`src/rtl/adport_pkg.sv`:
```
package adport_pkg;

    typedef enum logic { DRV_OPEN_DRAIN = 1'b0, DRV_PUSH_PULL = 1'b1 } drv_kind_e;
    typedef enum logic { OWN_IO = 1'b0, OWN_BUS = 1'b1 } pad_owner_e;

    typedef struct packed {
        logic oe;
        logic dout;
    } pad_bit_t;

    typedef struct packed {
        pad_owner_e owner;
        logic       drive;
    } bus_ctl_t;

    localparam int unsigned CFG_ADDR = 0;

    function automatic int unsigned data_addr(input int unsigned port);
        return 1 + port;
    endfunction

    function automatic int unsigned pin_addr(input int unsigned port, input int unsigned nports);
        return 1 + nports + port;
    endfunction

    // Per-pin driver choice from owner, drive style and the two data sources.
    function automatic pad_bit_t drive_bit(input pad_owner_e owner, input drv_kind_e kind,
                                           input logic bus_drive, input logic bus_bit,
                                           input logic user_bit);
        pad_bit_t r;
        if (owner == OWN_BUS) begin
            r.oe   = bus_drive;
            r.dout = bus_bit;
        end else if (kind == DRV_PUSH_PULL) begin
            r.oe   = 1'b1;
            r.dout = user_bit;
        end else begin
            r.oe   = ~user_bit;
            r.dout = 1'b0;
        end
        return r;
    endfunction

endpackage

```
`src/rtl/adport_regs.sv`:
```
module adport_regs
    import adport_pkg::*;
#(
    parameter int PORT_W    = 8,
    parameter int NUM_PORTS = 2,
    parameter int ADDR_W    = 3,
    localparam int BUS_W    = PORT_W * NUM_PORTS
) (
    input  logic                              clk,
    input  logic                              rst,
    input  logic                              wr_i,
    input  logic [ADDR_W-1:0]                 addr_i,
    input  logic [PORT_W-1:0]                 wdata_i,
    input  logic [BUS_W-1:0]                  pins_i,
    output logic [PORT_W-1:0]                 rdata_o,
    output logic [NUM_PORTS-1:0][PORT_W-1:0]  data_q,
    output logic [PORT_W-1:0]                 cfg_q
);
    // Only the top NUM_PORTS bits of the mode byte exist.
    localparam logic [PORT_W-1:0] CFG_MASK = ~({PORT_W{1'b1}} >> NUM_PORTS);

    always_ff @(posedge clk) begin
        if (rst) begin
            data_q <= '1;
            cfg_q  <= '0;
        end else if (wr_i) begin
            if (addr_i == ADDR_W'(CFG_ADDR))
                cfg_q <= wdata_i & CFG_MASK;
            for (int p = 0; p < NUM_PORTS; p++) begin
                if (addr_i == ADDR_W'(data_addr(p)))
                    data_q[p] <= wdata_i;
            end
        end
    end

    always_comb begin
        rdata_o = '0;
        if (addr_i == ADDR_W'(CFG_ADDR))
            rdata_o = cfg_q;
        for (int p = 0; p < NUM_PORTS; p++) begin
            if (addr_i == ADDR_W'(data_addr(p)))
                rdata_o = data_q[p];
            if (addr_i == ADDR_W'(pin_addr(p, NUM_PORTS)))
                rdata_o = pins_i[p*PORT_W +: PORT_W];
        end
    end

endmodule

```
`src/rtl/adport_owner_reg.sv`:
```
module adport_owner_reg
    import adport_pkg::*;
#(
    parameter int BUS_W = 16
) (
    input  logic             clk,
    input  logic             rst,
    input  logic             own_i,
    input  logic             drive_i,
    input  logic [BUS_W-1:0] val_i,
    output bus_ctl_t         ctl_q,
    output logic [BUS_W-1:0] val_q
);
    always_ff @(posedge clk) begin
        if (rst) begin
            ctl_q <= '{owner: OWN_IO, drive: 1'b0};
            val_q <= '0;
        end else begin
            ctl_q <= '{owner: own_i ? OWN_BUS : OWN_IO, drive: drive_i};
            val_q <= val_i;
        end
    end
endmodule

```
`src/rtl/adport_pad_mux.sv`:
```
module adport_pad_mux
    import adport_pkg::*;
#(
    parameter int PORT_W = 8
) (
    input  logic              rst,
    input  bus_ctl_t          ctl,
    input  logic [PORT_W-1:0] bus_val,
    input  logic              push_pull,
    input  logic [PORT_W-1:0] user_val,
    output logic [PORT_W-1:0] oe_o,
    output logic [PORT_W-1:0] do_o
);
    drv_kind_e kind;
    assign kind = push_pull ? DRV_PUSH_PULL : DRV_OPEN_DRAIN;

    for (genvar b = 0; b < PORT_W; b++) begin : g_bit
        pad_bit_t pb;
        always_comb begin
            pb = drive_bit(ctl.owner, kind, ctl.drive, bus_val[b], user_val[b]);
            if (rst) pb = '{oe: 1'b0, dout: 1'b0};
        end
        assign oe_o[b] = pb.oe;
        assign do_o[b] = pb.dout;
    end
endmodule

```
`src/rtl/adport_ctrl.sv`:
```
module adport_ctrl
    import adport_pkg::*;
#(
    parameter int PORT_W    = 8,
    parameter int NUM_PORTS = 2,
    parameter int ADDR_W    = 3,
    localparam int BUS_W    = PORT_W * NUM_PORTS
) (
    input  logic              clk,
    input  logic              rst,
    input  logic              reg_wr_i,
    input  logic [ADDR_W-1:0] reg_addr_i,
    input  logic [PORT_W-1:0] reg_wdata_i,
    output logic [PORT_W-1:0] reg_rdata_o,
    input  logic              ext_own_i,
    input  logic              ext_drive_i,
    input  logic [BUS_W-1:0]  ext_dout_i,
    output logic [BUS_W-1:0]  ext_din_o,
    input  logic [BUS_W-1:0]  pins_i,
    output logic [BUS_W-1:0]  pad_oe_o,
    output logic [BUS_W-1:0]  pad_do_o,
    output logic [BUS_W-1:0]  pad_pu_o
);
    logic [NUM_PORTS-1:0][PORT_W-1:0] data_q;
    logic [PORT_W-1:0]                cfg_q;
    bus_ctl_t                         ctl_q;
    logic [BUS_W-1:0]                 bus_val_q;
    logic                             own_q;

    adport_regs #(.PORT_W(PORT_W), .NUM_PORTS(NUM_PORTS), .ADDR_W(ADDR_W)) regs_i (
        .clk(clk), .rst(rst), .wr_i(reg_wr_i), .addr_i(reg_addr_i),
        .wdata_i(reg_wdata_i), .pins_i(pins_i), .rdata_o(reg_rdata_o),
        .data_q(data_q), .cfg_q(cfg_q)
    );

    adport_owner_reg #(.BUS_W(BUS_W)) owner_i (
        .clk(clk), .rst(rst), .own_i(ext_own_i), .drive_i(ext_drive_i),
        .val_i(ext_dout_i), .ctl_q(ctl_q), .val_q(bus_val_q)
    );

    assign own_q = (ctl_q.owner == OWN_BUS);

    for (genvar p = 0; p < NUM_PORTS; p++) begin : g_port
        adport_pad_mux #(.PORT_W(PORT_W)) mux_i (
            .rst(rst), .ctl(ctl_q),
            .bus_val(bus_val_q[p*PORT_W +: PORT_W]),
            .push_pull(cfg_q[PORT_W-1-p]),
            .user_val(data_q[p]),
            .oe_o(pad_oe_o[p*PORT_W +: PORT_W]),
            .do_o(pad_do_o[p*PORT_W +: PORT_W])
        );
    end

    assign ext_din_o = pins_i;
    assign pad_pu_o  = {BUS_W{rst}};

endmodule

```
`config.mk`:
```
export PLATFORM = sky130hd
export DESIGN_NAME = adport_ctrl
export DESIGN_NICKNAME = d
export VERILOG_FILES = /design/src/rtl/adport_pkg.sv /design/src/rtl/adport_regs.sv /design/src/rtl/adport_owner_reg.sv /design/src/rtl/adport_pad_mux.sv /design/src/rtl/adport_ctrl.sv
export SDC_FILE = /design/constraint.sdc
export NUM_CORES = 1
export LEC_CHECK = 0
export BUFFER_PORTS_ARGS = -buffer_cell sky130_fd_sc_hd__buf_2
export CORE_AREA = 5 5 84 86
export CTS_CLUSTER_SIZE = 8
export DETAILED_ROUTE_END_ITERATION = 10
export DIE_AREA = 0 0 89 91
export HOLD_SLACK_MARGIN = 0.12
export PLACE_DENSITY_LB_ADDON = 0.12
export SYNTH_ARGS = -nofsm -noshare
export SYNTH_HDL_FRONTEND = slang
export SYNTH_SLANG_ARGS = --single-unit
```
`constraint.sdc`:
```
create_clock -name clk -period 1.05 [get_ports clk]
set_input_delay 0 -clock clk [delete_from_list [all_inputs] [get_ports clk]]
set_output_delay 0 -clock clk [all_outputs]
set_load 0.02 [all_outputs]
```
==> flow_metrics.py, run 1 <==
metrics = {
    "run_status": {
        "outcome": "finished, violations left",
        "violations": "setup timing",
    },
    "power_and_ir_drop": {
        "p_leak_nw": 1.45,
        "power.density_mw_per_mm2": 1110,
        "irDropWorstVdd_v": 0.000923,
    },
    "clocking": {
        "clkLatencyLatePin_ns": 0.28,
        "clock_tree.buffer_depth": 2,
        "htree_num_levels": 2,
        "cts_buffers": 5,
        "cts_tree": "built",
        "cts_num_sinks": 36,
        "clk_pin_slew_ns": 0.07,
        "clock-root-buffer": "clkbuf_8",
    },
    "worst_setup_path": {
        "worstPathArrival_ns": 1.31,
        "cp-start-kind": "register",
        "worstPathMaxFanout": 10,
        "r2r_setup_slack_ns": 0.07,
        "crit_start": "owner_i.ctl_q[1]",
        "crit_chain": "buf_12 > nand3b_1 > a21oi_2 > buf_6",
        "r2r_cells": 3,
        "cp-end-kind": "output pin",
        "critPathKind": "register to output pin",
        "crit_end": "pad_do_o[10]",
        "worst_path_max_delay_cell": "dfxtp_4",
        "r2r_start": "regs_i.data_q[2]",
        "slowest_delay_ns": 0.39,
        "crit_required_ns": 1.05,
        "rr_endpoint": "regs_i.data_q[2]",
    },
    "detailed_routing": {
        "drc": 0,
        "finalWirelength_um": 6600,
        "vias_per_cell": 4.64,
        "vias": 2121,
        "ant_nets": 0,
        "wire_per_inst_um": 14.4,
        "drt_pre_antenna_iters": 4,
        "first_iter_violations": 93,
    },
    "synth": {
        "synth_xor_area_frac": 0,
        "synth_edf_count": 0,
        "netlist_instances": 256,
        "synth_top_family_by_area": "simple AND/OR/NAND/NOR gates",
        "ys_types": 25,
        "synth_area_leader_cell": "dfxtp_1",
        "netlist_top_cells_count": "a21oi_1, dfxtp_1, buf_4, nor2b_1",
        "synthAdderAreaFrac": 0,
        "yosys.area_share.simple": 0.243,
        "netlist.area_leader.share": 0.344,
        "synth_flop_cell": "dfxtp_1",
        "ys_seq_elements": 36,
        "syn_avg_cell_area_um2": 8.18,
        "synthMuxAreaShare": 0.0478,
        "yosysMostFrequentCell": "a21oi_1",
        "yosys_warnings": 0,
        "syn_nets": 304,
        "synth_compound_area_frac": 0.194,
        "async_reset_ff_frac": 0,
        "synth_area_mm2": 0.00209,
        "synth-seq-area-share": 0.344,
        "synth.top_cells.by_area": "dfxtp_1, buf_4, a21oi_1",
    },
    "die": {
        "dieHeight_um": 91,
        "coreArea_mm2": 0.00620,
        "dieWidth_um": 89,
        "pin_count": 120,
        "start_util": 0.337,
        "dieArea_mm2": 0.00810,
        "rows": 29,
    },
    "sta": {
        "setup_tns_ns": -6.95,
        "maxSlewHeadroom": 0.764,
        "rsz0062_at_grt": "true",
        "clock-skew-final_ns": 0,
        "maxSlewViolCount": 0,
        "fmax_ghz": 0.765,
        "layout_setup_ws_ns": -0.257,
        "finalSetupViolations": 38,
        "tightest_slew_ns": 0.354,
        "final.period_utilization": 1.24,
        "finalHoldViolations": 0,
        "period_minus_slack_ns": 1.31,
        "timing.hold.ws_ns": 0.202,
    },
    "worst_hold_path": {
        "hold_class": "primary input to register",
    },
    "grt": {
        "grt_pass1_vias": 1987,
        "overflow": 0,
        "grt_pass1_wl_um": 9770,
        "grt_antenna_before_repair": 0,
        "grt_max_degree": 30,
        "track_usage": 0.155,
    },
    "finish": {
        "finalNetCount": 427,
        "drive_gt1_frac": 0.539,
        "area_delta_synth_final_pct": 62.2,
        "diodes": 0,
    },
    "flow_run": {
        "cap_violations": 0,
    },
    "place": {
        "gp_congestion": 0.848,
        "dp_hpwl_um": 4890,
        "numPortBuffers": 119,
    },
}
==> cells in the final DEF (no fill, tap or decap), drive strengths merged <==
cell         count
nor2            14
clkbuf           8
o22ai            6
a21oi           42
bufinv           1
dfxtp           36
a22oi            6
nor4b            1
mux2i           10
buf            140
nand2b           3
dlygate4sd3     27
a211o           10
nor3             8
inv              3
nand3b          16
a21o             1
and4bb           1
o22a             2
nand2           16
nor4bb           1
nor2b           28
==> layer usage <==
metal  vias to the layer above  GRT usage  routed length, µm
met5                         -          0                  0
met2                        80      0.243               3010
li1                       1099          -                  -
met3                         4     0.0425                581
met4                         0     0.0459                 55
met1                       938      0.206               2950
==> metrics by stage <==
| stage | utilization | instance area (µm²) | cells | worst slack [ns] | total power, mW |
|---|---|---|---|---|---|
| 3_3_place_gp | 0.428 | 2650 | 420 | -0.0830 | 2.30 |
| 6_report | 0.547 | 3400 | 457 | -0.257 | 3.76 |
| 5_1_grt | 0.547 | 3400 | 457 | -0.316 | 3.93 |
| 2_1_floorplan | - | 2150 | 256 | -0.110 | 2.06 |
| 3_5_place_dp | 0.428 | 2650 | 420 | -0.0747 | 2.30 |
| 4_1_cts | 0.530 | 3290 | 456 | -0.255 | 3.77 |
==> registers in the layout, indices dropped and copies added, names as in the netlist <==
signal         flops
owner_i.val_q     16
owner_i.ctl_q      2
regs_i.data_q     16
regs_i.cfg_q       2
==> worst min path at each step <==
stage	startpoint	to	slack (ns)	cells past startpoint
2_1_floorplan	pins_i[0]	ext_din_o[0]	0.11	1
3_3_place_gp	ext_dout_i[8]	owner_i.val_q[8]	0.21	2
3_5_place_dp	ext_dout_i[3]	owner_i.val_q[3]	0.21	2
4_1_cts	rst	regs_i.data_q[3]	0.20	3
5_1_grt	reg_addr_i[0]	regs_i.data_q[10]	0.22	4
6_report	rst	regs_i.data_q[3]	0.20	3
==> cell families (layout without fill, tap and decap cells) <==
| kind of cell | Yosys count | after routing |
|---|---|---|
| multiplexers | 10 | 10 |
| AND/OR/NAND/NOR | 88 | 88 |
| flip-flops | 36 | 36 |
| AO/OA/AOI/OAI | 67 | 67 |
| buffers and inverters | 55 | 179 |
==> power by group <==
part | switching, mW | total [mW] | internal [mW]
sequential | 0.0432 | 1.44 | 1.40
combinational | 0.525 | 1.00 | 0.479
clock | 0.471 | 1.31 | 0.837
total | 1.04 | 3.76 | 2.72
==> cell type report <==
cell class	count	area [µm²]
fillers	590	2810
well taps	77	96.3
clock buffers	7	96.3
multi-input cells	165	1180
inverters	3	11.3
flip-flops and latches	36	776
clock inverters	1	30.0
repair buffers	168	1200
==> worst max-delay path, delay by kind of cell, from the launching register on <==
kind | cells | cell delay [ns]
AND/OR/NAND/NOR | 1 | 0.16
AO/OA/AOI/OAI | 1 | 0.19
flip-flops | 1 | 0.39
buffers and inverters | 2 | 0.29
==> repair_timing <==
action	4_1_cts	5_1_grt
hold buffers	27	0
endpoints found under the setup margin	40	40
gates cloned	0	1
gates resized for setup	84	22
endpoints found under the hold margin	36	0
buffers inserted	1	0
pin swaps	18	6
Note: power is estimated with default switching activity, not from simulation.
==> inputs of run 2 (changes only) <==
--- a/config.mk
+++ b/config.mk
@@ -6,10 +6,10 @@
 export NUM_CORES = 1
 export LEC_CHECK = 0
 export BUFFER_PORTS_ARGS = -buffer_cell sky130_fd_sc_hd__buf_2
-export CORE_AREA = 5 5 84 86
+export CORE_AREA = 5 5 79 81
 export CTS_CLUSTER_SIZE = 8
 export DETAILED_ROUTE_END_ITERATION = 10
-export DIE_AREA = 0 0 89 91
+export DIE_AREA = 0 0 84 86
 export HOLD_SLACK_MARGIN = 0.12
 export PLACE_DENSITY_LB_ADDON = 0.12
 export SYNTH_ARGS = -nofsm -noshare
==> run 2 against run 1 <==
Net effect:
- the run still ends with setup timing left
- flip-flop and latch count stayed put
- register-to-register slack hardly changed
- count of clock-buffer cells in the layout is 1 higher
- final cell count is 2.2% lower
- sequential share of layout area is 0.52 points higher
- fmax is 0.17% lower
- critical endpoint is now pad_do_o[4]
- global-route usage is 1.6 points higher
- clock power is 24% lower
- critical path depth stayed put
- sequential power hardly changed
- wire length is 6.4% lower
- combinational power hardly changed
==> flow_metrics.py, run 2 (synthesized netlist as in run 1, its figures left out) <==
metrics = {
    "sta": {
        "final.period_utilization": 1.25,
        "finalHoldViolations": 0,
        "fmax_ghz": 0.764,
        "maxSlewViolCount": 0,
        "timing.hold.ws_ns": 0.188,
        "layout_setup_ws_ns": -0.259,
        "maxSlewHeadroom": 0.759,
        "clock-skew-final_ns": 0,
        "rsz0062_at_grt": "true",
        "tightest_slew_ns": 0.361,
        "finalSetupViolations": 37,
        "period_minus_slack_ns": 1.31,
    },
    "worst_setup_path": {
        "cp-end-kind": "output pin",
        "critPathKind": "register to output pin",
        "worstPathMaxFanout": 8,
        "cp-start-kind": "register",
        "crit_required_ns": 1.05,
        "worstPathArrival_ns": 1.31,
    },
    "finish": {
        "diodes": 0,
        "final-seq-area_um2": 763,
        "drive_gt1_frac": 0.525,
        "area_delta_synth_final_pct": 56.1,
        "multi_input_area_mm2": 0.00116,
        "finalNetCount": 422,
        "layout_common_cells": "buf_2, buf_4, nor2b_1, dlygate4sd3_1, a21oi_1",
        "layout_commonest_cell": "buf_2",
        "top_regs": "owner_i.val_q (16), regs_i.data_q (16)",
        "fill_cells": 508,
    },
    "detailed_routing": {
        "finalWirelength_um": 6170,
        "first_iter_violations": 62,
        "vias": 2115,
        "drt_pre_antenna_iters": 4,
        "drc": 0,
        "wire_per_inst_um": 13.8,
        "ant_nets": 0,
        "vias_per_cell": 4.73,
    },
    "power_and_ir_drop": {
        "total_power_mw": 3.42,
        "p_leak_nw": 1.40,
        "power_switching_mw": 1.01,
        "p_comb_frac": 0.284,
        "p_clk_frac": 0.291,
        "sw_frac_of_total": 0.296,
        "internal-power_mw": 2.41,
        "power.density_mw_per_mm2": 1050,
        "seqPwrFrac": 0.424,
        "irDropWorstVdd_v": 0.000565,
    },
    "clocking": {
        "clock-root-buffer": "clkbuf_8",
        "cts_tree": "built",
        "clkLatencyLatePin_ns": 0.28,
        "clk_pin_slew_ns": 0.07,
        "htree_num_levels": 2,
        "cts_buffers": 5,
        "cts_num_sinks": 36,
        "clock_tree.buffer_depth": 2,
    },
    "grt": {
        "grt_pass1_vias": 2015,
        "grt_pass1_wl_um": 9940,
        "overflow": 0,
        "grt_antenna_before_repair": 0,
        "grt_max_degree": 56,
        "track_usage": 0.171,
    },
    "die": {
        "dieArea_mm2": 0.00722,
        "dieHeight_um": 86,
        "coreArea_mm2": 0.00541,
        "rows": 27,
        "dieWidth_um": 84,
        "pin_count": 120,
        "start_util": 0.387,
    },
    "worst_hold_path": {
        "hold_class": "primary input to register",
    },
    "run_status": {
        "violations": "setup timing",
        "outcome": "finished, violations left",
    },
    "place": {
        "gp_congestion": 0.780,
        "dp_hpwl_um": 4570,
        "numPortBuffers": 119,
    },
    "flow_run": {
        "cap_violations": 0,
    },
}
==> run 2: power groups by stage <==
stage / Sequential (mW) / Combinational [mW] / Clock [mW]
5_1_grt: 1.46 / 1.05 / 1.09
3_3_place_gp: 1.49 / 0.796 / 0
2_1_floorplan: 1.47 / 0.584 / 0
3_5_place_dp: 1.49 / 0.800 / 0
4_1_cts: 1.46 / 0.952 / 1.03
6_report: 1.45 / 0.974 / 0.997
==> run 2: worst paths after layout <==
kind | to | depth (start not counted) | slack, ns | startpoint
hold reg to reg | regs_i.data_q[9] | 2 | 0.56 | regs_i.data_q[9]
setup / recovery | pad_do_o[4] | 4 | -0.26 | owner_i.ctl_q[1]
setup reg to reg | regs_i.data_q[0] | 3 | 0.08 | regs_i.data_q[0]
hold / removal | owner_i.val_q[13] | 3 | 0.19 | rst
==> run 2: metrics by stage <==
step / utilization / area [µm²] / setup TNS (ns) / cells / worst slack [ns]
2_1_floorplan: - / 2150 / -2.41 / 256 / -0.110
3_5_place_dp: 0.485 / 2620 / -3.88 / 410 / -0.202
3_3_place_gp: 0.485 / 2620 / -2.69 / 410 / -0.147
5_1_grt: 0.604 / 3270 / -9.47 / 447 / -0.320
6_report: 0.604 / 3270 / -7.06 / 447 / -0.259
4_1_cts: 0.590 / 3190 / -7.35 / 447 / -0.256
==> run 2: metal layers <==
layer / vias up / part of all wire / GRT usage
met1: 928 / 0.43 / 0.202
met3: 9 / 0.092 / 0.0596
met2: 84 / 0.46 / 0.291
li1: 1094 / - / -
met5: - / 0 / 0
met4: 0 / 0.015 / 0.0541
==> run 2: timing repair <==
action	CTS	global route
hold buffers	26	0
hold endpoints to repair	36	0
setup endpoints to repair	40	40
gates resized for setup	76	24
pin swaps	20	8
buffers inserted	3	0
==> run 2: critical path, stage by stage (launching register included) <==
cell	delay, ns
dfxtp_4	0.38
buf_6	0.13
nand3b_1	0.18
a21oi_2	0.19
buf_6	0.14
==> run 2: layout make-up <==
cell class	count	share of cell area
Sequential cell	36	0.234
Multi-Input combinational cell	165	0.354
Tap cell	72	0.0276
Clock buffer	8	0.0276
Inverter	3	0.00345
Timing Repair Buffer	163	0.354
